[src/rtl/pcas_pkg.sv]
package pcas_pkg;
  localparam int AL_MAX      = 4;
  localparam int CL_MIN      = 3;
  localparam int CL_MAX      = 5;
  localparam int BANKS       = 4;
  localparam int BANK_W      = $clog2(BANKS);
  localparam int AL_W        = 3;
  localparam int CL_W        = 3;
  localparam int BEATS_SHORT = 2;
  localparam int BEATS_LONG  = 4;
  localparam int BEAT_W      = $clog2(BEATS_LONG + 1);

  typedef enum logic [1:0] {
    CMD_NOP,
    CMD_ACT,
    CMD_RD,
    CMD_WR
  } cmdKind_t;

  typedef struct packed {
    logic              push;
    logic              isWrite;
    logic [BANK_W-1:0] bank;
  } colStrobe_t;

  typedef struct packed {
    logic [AL_W-1:0] al;
    logic [CL_W-1:0] cl;
    logic            burst8;
  } modeCfg_t;
endpackage

[src/rtl/pcas_burst.sv]
module pcas_burst
  import pcas_pkg::*;
#(
  parameter int CNT_W = BEAT_W
) (
  input  logic             clk,
  input  logic             rstN,
  input  logic             load,
  input  logic [CNT_W-1:0] len,
  output logic             active
);
  logic [CNT_W-1:0] beatsLeft;

  always_ff @(posedge clk or negedge rstN) begin
    if (!rstN) begin
      beatsLeft <= '0;
    end else if (load) begin
      beatsLeft <= len;
    end else if (beatsLeft != '0) begin
      beatsLeft <= beatsLeft - CNT_W'(1);
    end
  end

  assign active = (beatsLeft != '0);


  burst_len_chk: assert property (@(posedge clk) disable iff (!rstN)
    beatsLeft <= CNT_W'(BEATS_LONG));


  load_opens_chk: assert property (@(posedge clk) disable iff (!rstN)
    load |=> active);
endmodule

[src/rtl/pcas_ctrl.sv]
module pcas_ctrl
  import pcas_pkg::*;
#(
  parameter int TRCD = 3
) (
  input  logic              clk,
  input  logic              rstN,
  input  logic              csN,
  input  logic              rasN,
  input  logic              casN,
  input  logic              weN,
  input  logic [BANK_W-1:0] bankAddr,
  input  logic              modeSet,
  input  logic [AL_W-1:0]   alIn,
  input  logic [CL_W-1:0]   clIn,
  input  logic              burst8In,
  input  logic              pendingIn,
  output colStrobe_t        strobe,
  output modeCfg_t          cfg,
  output logic              rcdErr,
  output logic              modeRejected
);
  localparam int CNT_W = $clog2(TRCD + 1);
  localparam logic [CNT_W-1:0] RCD_SAT = CNT_W'(TRCD);
  localparam logic [AL_W-1:0]  AL_TOP  = AL_W'(AL_MAX);
  localparam logic [CL_W-1:0]  CL_LOW  = CL_W'(CL_MIN);
  localparam logic [CL_W-1:0]  CL_TOP  = CL_W'(CL_MAX);

  cmdKind_t         kind;
  logic             isCol;
  logic [BANKS-1:0] opened;
  logic [CNT_W-1:0] elapsed [BANKS];
  logic             tooEarly;
  logic             modeInRange;
  logic             modeAccept;

  // Command decode: all pins active low, sampled on the rising edge.
  always_comb begin
    kind = CMD_NOP;
    if (!csN) begin
      unique case ({rasN, casN, weN})
        3'b011:  kind = CMD_ACT;
        3'b101:  kind = CMD_RD;
        3'b100:  kind = CMD_WR;
        default: kind = CMD_NOP;
      endcase
    end
  end

  assign isCol = (kind == CMD_RD) || (kind == CMD_WR);

  always_comb begin
    strobe.push    = isCol;
    strobe.isWrite = (kind == CMD_WR);
    strobe.bank    = bankAddr;
  end

  // Per-bank activate tracking: count edges since Activate, saturating.
  always_ff @(posedge clk or negedge rstN) begin
    if (!rstN) begin
      opened <= '0;
      for (int b = 0; b < BANKS; b++) elapsed[b] <= '0;
    end else begin
      for (int b = 0; b < BANKS; b++) begin
        if (kind == CMD_ACT && bankAddr == BANK_W'(b)) begin
          opened[b]  <= 1'b1;
          elapsed[b] <= CNT_W'(1);
        end else if (opened[b] && elapsed[b] != RCD_SAT) begin
          elapsed[b] <= elapsed[b] + CNT_W'(1);
        end
      end
    end
  end

  always_comb begin
    tooEarly = 1'b0;
    if (isCol) begin
      if (!opened[bankAddr]) tooEarly = 1'b1;
      else if (int'(elapsed[bankAddr]) + int'(cfg.al) < TRCD) tooEarly = 1'b1;
    end
  end

  // Mode settings: loaded only when legal and nothing is in flight.
  assign modeInRange = (alIn <= AL_TOP) && (clIn >= CL_LOW) && (clIn <= CL_TOP);
  assign modeAccept  = modeSet && modeInRange && !pendingIn && !isCol;

  always_ff @(posedge clk or negedge rstN) begin
    if (!rstN) begin
      cfg.al       <= '0;
      cfg.cl       <= CL_LOW;
      cfg.burst8   <= 1'b0;
      rcdErr       <= 1'b0;
      modeRejected <= 1'b0;
    end else begin
      if (modeAccept) begin
        cfg.al     <= alIn;
        cfg.cl     <= clIn;
        cfg.burst8 <= burst8In;
      end
      rcdErr       <= tooEarly;
      modeRejected <= modeSet && !modeAccept;
    end
  end


  cfg_hold_chk: assert property (@(posedge clk) disable iff (!rstN)
    pendingIn |=> $stable(cfg));


  reject_cause_chk: assert property (@(posedge clk) disable iff (!rstN)
    modeRejected |-> $past(modeSet));


  rcd_cause_chk: assert property (@(posedge clk) disable iff (!rstN)
    rcdErr |-> $past(strobe.push));


  cfg_range_chk: assert property (@(posedge clk) disable iff (!rstN)
    (cfg.al <= AL_TOP) && (cfg.cl >= CL_LOW) && (cfg.cl <= CL_TOP));
endmodule

[src/rtl/pcas_datapath.sv]
module pcas_datapath
  import pcas_pkg::*;
#(
  parameter int AL_LIMIT = AL_MAX,
  parameter int CL_LIMIT = CL_MAX
) (
  input  logic              clk,
  input  logic              rstN,
  input  colStrobe_t        strobe,
  input  modeCfg_t          cfg,
  output logic              issueRd,
  output logic              issueWr,
  output logic [BANK_W-1:0] issueBank,
  output logic              rdValid,
  output logic              wrExpect,
  output logic              pending
);
  localparam int LINE_N = AL_LIMIT + 1;
  localparam int TAP_N  = CL_LIMIT;
  localparam int CH_N   = 2;

  colStrobe_t         alLine [LINE_N];
  colStrobe_t         picked;
  logic [TAP_N-1:0]   rdTaps, wrTaps;
  logic [TAP_N-2:0]   rdSr, wrSr;
  logic               rdLoad, wrLoad;
  logic [CH_N-1:0]    chLoad, chActive;
  logic [BEAT_W-1:0]  beats;
  logic               lineBusy;

  // Additive-latency holding line: entry k holds the command sampled k+1 edges ago.
  always_ff @(posedge clk or negedge rstN) begin
    if (!rstN) begin
      for (int k = 0; k < LINE_N; k++) alLine[k] <= '0;
    end else begin
      alLine[0] <= strobe;
      for (int k = 1; k < LINE_N; k++) alLine[k] <= alLine[k-1];
    end
  end

  assign picked    = alLine[cfg.al];
  assign issueRd   = picked.push && !picked.isWrite;
  assign issueWr   = picked.push &&  picked.isWrite;
  assign issueBank = picked.bank;

  // CAS-latency taps: tap k is the issue pulse delayed by k cycles.
  assign rdTaps = {rdSr, issueRd};
  assign wrTaps = {wrSr, issueWr};

  always_ff @(posedge clk or negedge rstN) begin
    if (!rstN) begin
      rdSr <= '0;
      wrSr <= '0;
    end else begin
      rdSr <= rdTaps[TAP_N-2:0];
      wrSr <= wrTaps[TAP_N-2:0];
    end
  end

  // Window opens at edge AL+CL (read) or AL+CL-1 (write) after the command.
  assign rdLoad = rdTaps[cfg.cl - CL_W'(1)];
  assign wrLoad = wrTaps[cfg.cl - CL_W'(2)];
  assign beats  = cfg.burst8 ? BEAT_W'(BEATS_LONG) : BEAT_W'(BEATS_SHORT);
  assign chLoad = {wrLoad, rdLoad};

  for (genvar ch = 0; ch < CH_N; ch++) begin : g_ch
    pcas_burst #(.CNT_W(BEAT_W)) burst_i (
      .clk    (clk),
      .rstN   (rstN),
      .load   (chLoad[ch]),
      .len    (beats),
      .active (chActive[ch])
    );
  end

  assign rdValid  = chActive[0];
  assign wrExpect = chActive[1];

  always_comb begin
    lineBusy = 1'b0;
    for (int k = 0; k < LINE_N; k++) lineBusy = lineBusy | alLine[k].push;
  end

  assign pending = lineBusy || (|rdSr) || (|wrSr) || (|chActive);


  rd_load_leads_chk: assert property (@(posedge clk) disable iff (!rstN)
    $rose(rdValid) |-> $past(rdLoad));


  wr_load_starts_chk: assert property (@(posedge clk) disable iff (!rstN)
    wrLoad |=> wrExpect);


  issue_from_cmd_chk: assert property (@(posedge clk) disable iff (!rstN)
    (issueRd || issueWr) |-> lineBusy);
endmodule

[src/rtl/pcas_timing.sv]
module pcas_timing
  import pcas_pkg::*;
#(
  parameter int TRCD = 3
) (
  input  logic              clk,
  input  logic              rstN,
  input  logic              csN,
  input  logic              rasN,
  input  logic              casN,
  input  logic              weN,
  input  logic [BANK_W-1:0] bankAddr,
  input  logic              modeSet,
  input  logic [AL_W-1:0]   alIn,
  input  logic [CL_W-1:0]   clIn,
  input  logic              burst8In,
  output logic              issueRd,
  output logic              issueWr,
  output logic [BANK_W-1:0] issueBank,
  output logic              rdValid,
  output logic              wrExpect,
  output logic              rcdErr,
  output logic              modeRejected
);
  colStrobe_t strobe;
  modeCfg_t   cfg;
  logic       pending;

  pcas_ctrl #(.TRCD(TRCD)) ctrl_i (
    .clk          (clk),
    .rstN         (rstN),
    .csN          (csN),
    .rasN         (rasN),
    .casN         (casN),
    .weN          (weN),
    .bankAddr     (bankAddr),
    .modeSet      (modeSet),
    .alIn         (alIn),
    .clIn         (clIn),
    .burst8In     (burst8In),
    .pendingIn    (pending),
    .strobe       (strobe),
    .cfg          (cfg),
    .rcdErr       (rcdErr),
    .modeRejected (modeRejected)
  );

  pcas_datapath #(.AL_LIMIT(AL_MAX), .CL_LIMIT(CL_MAX)) data_i (
    .clk       (clk),
    .rstN      (rstN),
    .strobe    (strobe),
    .cfg       (cfg),
    .issueRd   (issueRd),
    .issueWr   (issueWr),
    .issueBank (issueBank),
    .rdValid   (rdValid),
    .wrExpect  (wrExpect),
    .pending   (pending)
  );
endmodule

[config.mk]
export PLATFORM = sky130hd
export DESIGN_NAME = pcas_timing
export DESIGN_NICKNAME = d
export VERILOG_FILES = /design/src/rtl/pcas_pkg.sv /design/src/rtl/pcas_burst.sv /design/src/rtl/pcas_ctrl.sv /design/src/rtl/pcas_datapath.sv /design/src/rtl/pcas_timing.sv
export SDC_FILE = /design/constraint.sdc
export NUM_CORES = 1
export LEC_CHECK = 0
export BUFFER_PORTS_ARGS = -buffer_cell sky130_fd_sc_hd__buf_2
export CAP_MARGIN = 20
export CELL_PAD_IN_SITES_DETAIL_PLACEMENT = 1
export CELL_PAD_IN_SITES_GLOBAL_PLACEMENT = 1
export CORE_ASPECT_RATIO = 0.75
export CORE_MARGIN = 5
export CORE_UTILIZATION = 45
export CTS_BUF_LIST = sky130_fd_sc_hd__clkbuf_2
export DETAILED_ROUTE_END_ITERATION = 8
export GPL_TIMING_DRIVEN = 0
export PLACE_DENSITY = 0.89
export SKIP_CTS_REPAIR_TIMING = 1
export SLEW_MARGIN = 20
export SYNTH_ARGS = -nofsm -noshare
export SYNTH_HDL_FRONTEND = slang
export SYNTH_SLANG_ARGS = --single-unit
[constraint.sdc]
create_clock -name clk -period 1.9 [get_ports clk]
set_input_delay 0.19 -clock clk [delete_from_list [all_inputs] [get_ports clk]]
set_output_delay 0.19 -clock clk [all_outputs]
set_load 0.02 [all_outputs]
## After elaboration in Yosys (flattened, before gate mapping)

Cells that the tools add are included.
Widths: inputs -> output; s select.

| storage, ports and cells | value |
|---|---|
| word-level logic and storage cells | 135 |
| input bits | 16 |
| output and inout port bits | 8 |
| flip-flop bits (word level) | 55 |

| operators by class | value |
|---|---|
| add/sub/neg operators | 9 |
| bitwise logic cells | 6 |
| reduce and logical (&&, ||, !) cells | 36 |
| muxes and demuxes | 30 |
| equal/unequal tests | 13 |
| $lt $le $gt $ge | 9 |

Operator list:

| kind | number |
|---|---|
| $lt 32x3->1 const B | 1 |
| $mux 2 | 11 |
| $logic_and 1x1->1 | 16 |
| $mux 3 | 5 |
| $bmux 4 s3 | 1 |
| $reduce_bool 2->1 | 6 |
| $sub 3x1->3 const B | 3 |
| $add 2x1->2 const B | 4 |
| $eq 2x2->1 const B | 4 |
| $lt 3x4->1 const B | 2 |
| $mux 4 | 2 |
| $ne 2x2->1 const B | 4 |
| $reduce_or 4->1 | 2 |
| $bmux 1 s3 | 2 |
| $eq 3x3->1 const B | 2 |
| $le 3x3->1 const B | 2 |
| $mux 1 | 6 |
| $pmux 2 s3 | 1 |
| $reduce_bool 3->1 | 2 |
| $add 2x3->4 | 1 |
| $bmux 2 s2 | 1 |
| $eq 2x1->1 const B | 2 |
| $ge 4x4->1 const B | 1 |
| $logic_not 1->1 | 4 |
| other kinds (12) | 18 |

## Longest topological paths before layout

Gate-level depths: netlist of run 1.

| depth | value |
|---|---|
| depth in word-level cells | 12 |
| mapped depth | 8 |
| mapped depth without buffers | 7 |

## Hierarchy

From an unflattened synthesis of run 1, not the netlist that was laid out.

| unflattened totals | value |
|---|---|
| cells, all modules | 213 |
| area total of the unflattened synthesis | 2563.7 um2 |

Modules (own cells, without submodules):

| module | seq. area each (um2) | cells each | area each (um2) | times used |
|---|---|---|---|---|
| pcas_ctrl | 528.0 | 91 | 1102.3 | 1 |
| pcas_datapath | 700.7 | 82 | 1068.5 | 1 |
| pcas_burst | 75.1 | 20 | 196.4 | 2 |

## Worst setup path after synthesis of run 1

No wires, ideal clock.

| timing | value |
|---|---|
| path type | input port to flip-flop |
| start | input bankAddr[0] |
| end | register ctrl_i.rcdErr |
| setup time | 0.078 ns |
| stages | 7 |
| data required time | 1.822 ns |
| path buffers | 1 |
| setup slack | -0.143 ns |
| data arrival time | 1.965 ns |
| path through | clkbuf_1 -> mux4_2 -> ha_1 -> fa_1 -> o21ai_0 -> nand2_1 -> a21oi_1 |

| between the ends | value |
|---|---|
| cells in the longest elaborated chain, start to end | 9 |
| elaborated cells between the ends (all ways) | 11 |
| those cells by class | add/sub (1); order compare (1); mux (8); bitwise (1) |

RTL lines:

| item | RTL line | RTL |
|---|---|---|
| start, declared | pcas_timing.sv:12 | `input logic [BANK_W-1:0] bankAddr,` |
| $not 2->3 (implied by the code) | pcas_ctrl.sv:79 | `else if (int'(elapsed[bankAddr]) + int'(cfg.al) < TRCD) tooEarly = 1'b1;` |
| $bmux 2 s2 | pcas_ctrl.sv:79 |  |
| $mux 2 (implied by the code) (2 in a row) | pcas_ctrl.sv:79 |  |
| $add 2x3->4 | pcas_ctrl.sv:79 |  |
| $lt 32x3->1 | pcas_ctrl.sv:79 |  |
| $mux 1 | pcas_ctrl.sv:79 |  |
| $mux 1 * | pcas_ctrl.sv:78 | `if (!opened[bankAddr]) tooEarly = 1'b1;` |
| $mux 1 * | pcas_ctrl.sv:77 | `if (isCol) begin` |
| net ctrl_i.tooEarly | pcas_ctrl.sv:33 | `logic tooEarly;` |
| end signal, assigned | pcas_ctrl.sv:100 | `rcdErr <= tooEarly;` |
| end, declared | pcas_ctrl.sv:20 | `output logic rcdErr,` |

The timed path passes the listed nets; every way through them passes the cells marked *. The select of a mux whose other input is x is not followed.
A chain may end at the register's enable or synchronous reset.

## Final worst setup path of run 1

| timing | value |
|---|---|
| start | register, netlist name ctrl_i.cfg[4] |
| end | output issueRd |

| between the ends | value |
|---|---|
| cells in the longest elaborated chain, start to end | 6 |

RTL lines:

| item | RTL line | RTL |
|---|---|---|
| $not 3->4 (implied by the code) * | pcas_datapath.sv:41 | `assign picked = alLine[cfg.al];` |
| $bmux 4 s3 * | pcas_datapath.sv:41 |  |
| $mux 4 (implied by the code) * (2 in a row) | pcas_datapath.sv:41 |  |
| $logic_not 1->1 | pcas_datapath.sv:42 | `assign issueRd = picked.push && !picked.isWrite;` |
| $logic_and 1x1->1 * | pcas_datapath.sv:42 |  |
| end, declared | pcas_timing.sv:17 | `output logic issueRd,` |

Every way passes the cells marked *; elsewhere a longest branch is shown, timed or not. The select of a mux whose other input is x is not followed.

==> results.cfg, run 1 <==
[global_routing]
antenna_found_initial = 0
grt_first_pass_wirelength_um = 9210
overflow = 0
grt_usage = 0.159
grt_max_degree = 56
grt_pass1_vias = 1826

[worst_setup_path]
critPathKind = reg -> out
cp.required_ps = 1710
crit_path_max_fanout = 4
reg2reg_depth = 8
worst_setup_path_end_kind = output pin
cp-start-kind = flop
cp.arrival_ps = 1970

[place]
portBuffers = 23
pre_cts_slack_ps = -334
finalWeightedCongestion = 0.767
placed_area_mm2 = 0.00282
hpwl_um = 4360

[pwr]
p_switching_mw = 1.68
ir_drop_mv = 0.593
power_density_mw_per_mm2 = 1250
internal_power_mw = 2.64
clock_power_share = 0.127
p_sw_frac = 0.389
leakagePower_nw = 1.58
p_comb_frac = 0.488
p_total_mw = 4.32
pwr-share-seq = 0.385

[cts]
cts_root_buf = clkbuf_2
clockBufferDepth = 2
clock_latency_ps = 500
clock_sinks = 55
cts-buffers-inserted = 5
htreeDepth = 2
path_clk_slew_ps = 330
cts_tree = yes

[drt]
avgViaCountPerCell = 5.46
drt-total-wl_um = 7900
drt.antenna.violating_nets = 0
vias = 1988
drt_first_iter_violations = 118
dr.pass1.iters = 5
drc = 0
wl_per_cell_um = 21.7

[sta]
worst_pin_slew_ps = 711
min_period_ps = 2160
setup_slack_ps = -258
fin_worst_skew_ps = 59.4
drv_slew = 0
setup_viol = 16
slew_headroom = 0.522
rsz0062_at_grt = yes
min_period_over_period = 1.14
max_freq_ghz = 0.463
hold_violations = 0

[die]
rows = 24
die_area_mm2 = 0.00739
initial_utilization = 0.454
ios = 24
core-area_mm2 = 0.00571
die_x_um = 97.6
die_y_um = 75.7

[logic_synthesis]
yosys_warnings = 0
synth_xor_area_frac = 0.0236
yosysSeqAreaShare = 0.532
netlist.area_leader.share = 0.512
syn_nets = 238
yosys.area_share.simple = 0.143
synth_area_leaders = dfrtp_1, mux2i_1, ha_1
synth-adder-area-share = 0.0608
synthArstFlopShare = 1.00
synth_top_family_by_area = simple AND/OR/NAND/NOR gates
synth_cell_types = 45
muxShareOfSynthArea = 0.139
synth_seq_cells = 55
ys.flop_type = dfrtp_1
syn_area_mm2 = 0.00259
syn_avg_cell_area_um2 = 12.3
synth-compound-area-share = 0.0806
syn_inst = 210
yosys.area.top_type = dfrtp_1
synth-edff-count = 0

[cells_and_area]
drive_above_1_share = 0.413
fillCellCount = 587
syn2layout_area_growth_pct = 33.3
antennaDiodeCount = 0
design_area_mm2 = 0.00346
multiInputGateArea_mm2 = 0.00133
regArea_mm2 = 0.00138
final_nets = 313

[min_path]
hold_path_class = in -> reg
min_delay_path_depth = 4

[status]
outcome = finished with violations
failed_checks = setup timing

[flow_run]
timing.max_cap.violations = 0
[placed cells by master, fill, tap and decap left out, types with 4 or more instances in the layout]
master,synthesis,routed
buf_6,0,7
buf_4,1,31
clkbuf_2,0,6
buf_2,1,18
nand2b_1,6,5
nor2b_1,7,6
mux2_4,0,6
inv_2,0,4
xnor2_1,6,6
a21oi_1,6,5
dlygate4sd3_1,0,15
mux2_2,10,4
inv_1,9,4
nor2_1,16,12
dfrtp_1,53,51
mux2i_1,18,16
ha_1,11,7
nand2_1,14,13
[metal layers]
metal | wire [um] | GRT usage
met1 | 3360 | 0.204
met2 | 4070 | 0.281
met3 | 270 | 0.0412
met4 | 199 | 0.0261
met5 | 0 | 0
[worst paths after layout]
| kind | slack (ps) | end | start |
|---|---|---|---|
| setup / recovery | -260 | issueRd | ctrl_i.cfg[4] |
| hold / removal | 50 | ctrl_i.elapsed[2] | csN |
| setup reg to reg | -140 | ctrl_i.cfg[0] | data_i.g_ch[1].burst_i.beatsLeft[1] |
| hold reg to reg | 400 | data_i.wrSr[3] | data_i.wrSr[2] |
| max in group asynchronous | 1160 | data_i.wrSr[2] | rstN |
| min in group asynchronous | 210 | data_i.g_ch[0].burst_i.beatsLeft[0] | rstN |
[synth_stat cells (2+ instances only)]
cell / instances
dfrtp_1: 53
mux2i_1: 18
nor2_1: 16
nand2_1: 14
ha_1: 11
mux2_2: 10
inv_1: 9
nor2b_1: 7
a21oi_1: 6
nand2b_1: 6
xnor2_1: 6
nor3_1: 4
o21ai_0: 4
mux4_2: 3
nand3_1: 3
nor4_1: 3
a31oi_1: 2
a32oi_1: 2
clkbuf_1: 2
dfstp_2: 2
nand2b_4: 2
o22a_1: 2
o22ai_1: 2
or2_2: 2
[per-stage QoR]
step	cells	TNS, ps	utilization	hold WS, ps
6_report	364	-1760	0.606	53.8
4_1_cts	319	-4090	0.504	-300
2_1_floorplan	210	0	-	-106
3_5_place_dp	311	-2350	0.494	281
3_3_place_gp	311	-1730	0.493	326
5_1_grt	364	-2760	0.606	41.1
[power by group through the flow]
stage | Sequential (mW) | Combinational (mW) | Clock [mW]
floorplan | 1.59 | 1.13 | 0
global placement | 1.64 | 1.33 | 0
detailed placement | 1.67 | 1.46 | 0
CTS | 1.65 | 1.46 | 0.539
global route | 1.69 | 2.27 | 0.608
finish | 1.66 | 2.11 | 0.548
[layout make-up]
type,count,share of cell area
Inverter,9,0.0105
Clock inverter,3,0.00977
Tap cell,78,0.0282
Sequential cell,55,0.400
Buffer,4,0.0112
Timing Repair Buffer,68,0.150
Clock buffer,5,0.00724
Multi-Input combinational cell,142,0.384
[worst max-delay path, cell delays in order (launching register included)]
cell,delay (ps)
dfrtp_2,520
buf_4,150
mux2i_1,160
o32a_1,280
nand2_2,110
nor2_4,130
buf_6,130
[logic make-up (layout without fill, tap and decap cells)]
group / after synthesis / count (layout)
AO/OA/AOI/OAI: 27 / 27
adder cells (fa/ha/maj): 12 / 12
buffers and inverters: 13 / 89
XOR/XNOR: 7 / 7
AND/OR/NAND/NOR: 65 / 65
multiplexers: 31 / 31
flip-flops: 55 / 55
[flip-flops by register name, summed over array words and instances (netlist names)]
signal                         flops
ctrl_i.rcdErr                      1
data_i.g_ch.burst_i.beatsLeft      6
data_i.rdSr                        4
data_i.alLine                     20
ctrl_i.elapsed                     8
ctrl_i.cfg                         7
ctrl_i.modeRejected                1
ctrl_i.opened                      4
data_i.wrSr                        4
No activity file was read; power rests on OpenSTA's default activity.
==> inputs of run 2 (changes only) <==
--- a/config.mk
+++ b/config.mk
@@ -11,11 +11,11 @@
 export CELL_PAD_IN_SITES_GLOBAL_PLACEMENT = 1
 export CORE_ASPECT_RATIO = 0.75
 export CORE_MARGIN = 5
-export CORE_UTILIZATION = 45
+export CORE_UTILIZATION = 39
 export CTS_BUF_LIST = sky130_fd_sc_hd__clkbuf_2
 export DETAILED_ROUTE_END_ITERATION = 8
 export GPL_TIMING_DRIVEN = 0
-export PLACE_DENSITY = 0.89
+export PLACE_DENSITY = 0.8
 export SKIP_CTS_REPAIR_TIMING = 1
 export SLEW_MARGIN = 20
 export SYNTH_ARGS = -nofsm -noshare
==> results.cfg, run 2 (synthesis results as in run 1) <==
[status]
outcome = finished with violations
failed_checks = setup timing

[cells_and_area]
top_register = data_i.alLine
drive_above_1_share = 0.399
antennaDiodeCount = 0
design_area_mm2 = 0.00337
final_util = 0.529
final_cell_mix = dfrtp_1, buf_4, buf_2
final_common_cell = dfrtp_1
largest_register_ffs = 20
top_regs = data_i.alLine x20, ctrl_i.elapsed x8, ctrl_i.cfg x7
final_nets = 303
final_cells = 357
syn2layout_area_growth_pct = 30.2

[worst_setup_path]
cp.arrival_ps = 1960
regToRegSetupSlack_ps = -100
crit_path_max_fanout = 8
critPathKind = reg -> out
reg2reg_from = data_i.g_ch[1].burst_i.beatsLeft[0]
cp.required_ps = 1710
reg2reg_depth = 8
cp-start-kind = flop
r2r_end = ctrl_i.cfg[0]
worst_setup_path_end_kind = output pin

[pwr]
power_density_mw_per_mm2 = 1220
ir_drop_mv = 0.513
p_total_mw = 4.13
leakagePower_nw = 1.52

[cts]
clock_latency_ps = 460
clock_sinks = 55
clockBufferDepth = 2
htreeDepth = 2
path_clk_slew_ps = 270
cts-buffers-inserted = 5
cts_root_buf = clkbuf_2
cts_tree = yes

[drt]
drt.antenna.violating_nets = 0
vias = 1895
drt-total-wl_um = 6780
dr.pass1.iters = 4
wl_per_cell_um = 19.0
drt_first_iter_violations = 89
drc = 0
avgViaCountPerCell = 5.31

[global_routing]
grt_pass1_vias = 1846
antenna_found_initial = 0
grt_first_pass_wirelength_um = 9090
overflow = 0
grt_max_degree = 56
grt_usage = 0.135

[sta]
max_freq_ghz = 0.465
setup_slack_ps = -250
hold-worst-slack_ps = 48.9
setup_viol = 14
worst_pin_slew_ps = 704
slew_headroom = 0.531
hold_violations = 0
min_period_ps = 2150
drv_slew = 0
min_period_over_period = 1.13
fin_worst_skew_ps = 42.0
rsz0062_at_grt = yes

[die]
die_x_um = 104
rows = 25
die_area_mm2 = 0.00840
initial_utilization = 0.406
core-area_mm2 = 0.00638
die_y_um = 80.6
ios = 24

[place]
hpwl_um = 4040
placed_area_mm2 = 0.00282
dp.cells = 314
portBuffers = 23
finalWeightedCongestion = 0.720

[min_path]
hp-start = csN
whs_endpoint = data_i.alLine[18]
min_delay_path_depth = 3
hold_path_class = in -> reg

[flow_run]
timing.max_cap.violations = 0
run 2: area by class of cell:
class / instances / area, um^2
Fill cell: 669 / 3010
Buffer: 4 / 35.0
Tap cell: 81 / 101
Sequential cell: 55 / 1380
Clock inverter: 2 / 12.5
Timing Repair Buffer: 58 / 442
Clock buffer: 6 / 30.0
Inverter: 9 / 33.8
Multi-Input combinational cell: 142 / 1340
run 2: power breakdown:
part / internal (mW) / total (mW) / switching, mW
sequential: 1.42 / 1.64 / 0.214
combinational: 1.06 / 2.03 / 0.963
clock: 0.0951 / 0.468 / 0.373
run 2: how the worst max path moves through the flow:
stage                             start            end  cells after the start
after global routing      ctrl_i.cfg[6]        issueWr                      5
final                     ctrl_i.cfg[6]        issueWr                      5
after CTS                 ctrl_i.cfg[6]        issueWr                      5
after floorplan             bankAddr[0]  ctrl_i.rcdErr                      7
after global placement      bankAddr[0]  ctrl_i.rcdErr                      8
after detailed placement    bankAddr[0]  ctrl_i.rcdErr                      8
run 2: through the flow:
step	setup slack, ps	TNS (ps)
after floorplan	10.5	0
after CTS	-456	-3710
after global placement	-241	-1920
final	-250	-1150
after detailed placement	-289	-2300
after global routing	-381	-2450
run 2: metal layers:
layer / routed length [um] / vias to the layer above / share of wire / GRT usage
li1: - / 873 / - / -
met1: 3020 / 987 / 0.45 / 0.184
met2: 3510 / 27 / 0.52 / 0.221
met3: 158 / 8 / 0.023 / 0.0281
met4: 88 / 0 / 0.013 / 0.0349
met5: 0 / - / 0 / 0
run 2: worst max-delay path, stage by stage (launching register included):
cell and delay (ps):
dfrtp_1 460, buf_6 150, mux2i_2 160, o32ai_4 330, a2bb2oi_4 250, buf_6 150
==> inputs of run 3 (changes only) <==
--- a/config.mk
+++ b/config.mk
@@ -9,7 +9,7 @@
 export CAP_MARGIN = 20
 export CELL_PAD_IN_SITES_DETAIL_PLACEMENT = 1
 export CELL_PAD_IN_SITES_GLOBAL_PLACEMENT = 1
-export CORE_ASPECT_RATIO = 0.75
+export CORE_ASPECT_RATIO = 1.5
 export CORE_MARGIN = 5
 export CORE_UTILIZATION = 39
 export CTS_BUF_LIST = sky130_fd_sc_hd__clkbuf_2
==> results.cfg, run 3 (synthesis results as in run 1) <==
[status]
outcome = finished with violations
failed_checks = setup timing

[die]
die_y_um = 110
core-area_mm2 = 0.00649
initial_utilization = 0.400
rows = 36
die_area_mm2 = 0.00841
die_x_um = 76.6
ios = 24

[sta]
min_period_ps = 2150
drv_slew = 0
slew_headroom = 0.543
max_freq_ghz = 0.466
tns_ps = -2280
min_period_over_period = 1.13
fin_worst_skew_ps = 42.2
worst_pin_slew_ps = 686
rsz0062_at_grt = yes
hold_violations = 0
setup_viol = 17
setup_slack_ps = -247

[drt]
drc = 0
wl_met1_um = 2090
drt-total-wl_um = 6230
drt.antenna.violating_nets = 0
highest-signal-layer = met4
met3_length_um = 153
met2_length_um = 3770
dr.pass1.iters = 2
drt_first_iter_violations = 17
vias = 1896
wl_per_cell_um = 17.5
avgViaCountPerCell = 5.34

[worst_setup_path]
critPathKind = reg -> out
cp.required_ps = 1710
slowest_stage = dfrtp_1
worst_setup_path_end_kind = output pin
slowest_delay_ps = 440
crit_path_max_fanout = 7
worst_path_dominant_cell_family = compound AO/OA/AOI/OAI gates
cp_cell_sequence = buf_6 > mux2i_2 > o32ai_4 > a2bb2oi_4 > buf_6
cp_common_cell = buf_6
reg2reg_from = data_i.g_ch[0].burst_i.beatsLeft[1]
cp-startpoint = ctrl_i.cfg[6]
cp.arrival_ps = 1960
crit_buf_inv = 2
cp-start-kind = flop

[global_routing]
grt_pass1_vias = 1895
grt_first_pass_wirelength_um = 8860
overflow = 0
grt_max_degree = 56
grt_usage = 0.132
antenna_found_initial = 0

[cts]
clock_latency_ps = 480
path_clk_slew_ps = 280
cts_tree = yes
htreeDepth = 2
cts-buffers-inserted = 5
clock_sinks = 55
clockBufferDepth = 2
cts_root_buf = clkbuf_2

[cells_and_area]
final_util = 0.526
largest_register_ffs = 20
syn2layout_area_growth_pct = 31.6
final_nets = 306
fillCellCount = 681
top_regs = data_i.alLine x20, ctrl_i.elapsed x8, ctrl_i.cfg x7
antennaDiodeCount = 0
drive_above_1_share = 0.405
final_cell_mix = dfrtp_1, buf_4, buf_2
final_common_cell = dfrtp_1
top_register = data_i.alLine

[place]
hpwl_um = 4030
finalWeightedCongestion = 0.752
portBuffers = 23

[pwr]
power_density_mw_per_mm2 = 1210
leakagePower_nw = 1.54
ir_drop_mv = 0.539

[flow_run]
timing.max_cap.violations = 0

[min_path]
hp-start = casN
hold_path_class = in -> reg
-- run 3: changes by cell type in the layout (fill, tap and decap cells not counted), sizes merged --
cell / previous run / this run
buf: 48 / 50
clkbuf: 7 / 8
clkinv: 2 / 0
clkinvlp: 0 / 1
inv: 9 / 10
-- run 3: worst register-to-register path, cell delays in order, from the launching register on --
cell and delay (ps):
dfrtp_1 480, inv_2 100, ha_4 150, nand2b_4 60, nor2_4 110, nand4_1 180
nor4_4 420, buf_6 190, mux2_2 340
-- run 3: cell type report --
type                            instances  area, um^2  share of cell area
Buffer                                  4        35.0              0.0103
Clock buffer                            6        30.0             0.00880
Clock inverter                          2        16.3             0.00477
Inverter                                9        36.3              0.0106
Multi-Input combinational cell        142        1340               0.393
Sequential cell                        55        1380               0.405
Tap cell                               76        95.1              0.0279
Timing Repair Buffer                   61         478               0.140
-- run 3: stage by stage --
stage | worst slack (ps) | std cells | power [mW] | instance area, um^2 | hold WS [ps]
2_1_floorplan | 10.5 | 210 | 2.72 | 2600 | -106
3_3_place_gp | -230 | 309 | 2.98 | 2810 | 312
3_5_place_dp | -305 | 309 | 3.09 | 2820 | 285
4_1_cts | -452 | 317 | 3.57 | 2860 | -296
5_1_grt | -345 | 355 | 4.43 | 3410 | 16.7
6_report | -247 | 355 | 4.11 | 3410 | 38.5
-- run 3: path summary, 6_finish.rpt --
path	cells after the start	slack [ps]	to
min in group asynchronous	2	220	data_i.g_ch[0].burst_i.beatsLeft[1]
min	3	40	ctrl_i.rcdErr
max in group asynchronous	2	1130	ctrl_i.cfg[5]
max	5	-250	issueWr
min reg2reg	0	380	data_i.alLine[9]
max reg2reg	8	-210	ctrl_i.cfg[4]
-- run 3: metal layers --
| layer | track usage | up-vias |
|---|---|---|
| li1 | - | 884 |
| met1 | 0.133 | 969 |
| met2 | 0.269 | 30 |
| met3 | 0.0238 | 13 |
| met4 | 0.0400 | 0 |
| met5 | 0 | - |
-- run 3: where the power goes --
group	switching, mW	leakage, nW	total (mW)	internal, mW
logic	0.906	0.829	1.98	1.07
clock network	0.383	0.0296	0.484	0.101
registers	0.232	0.682	1.66	1.42
total	1.52	1.54	4.11	2.59
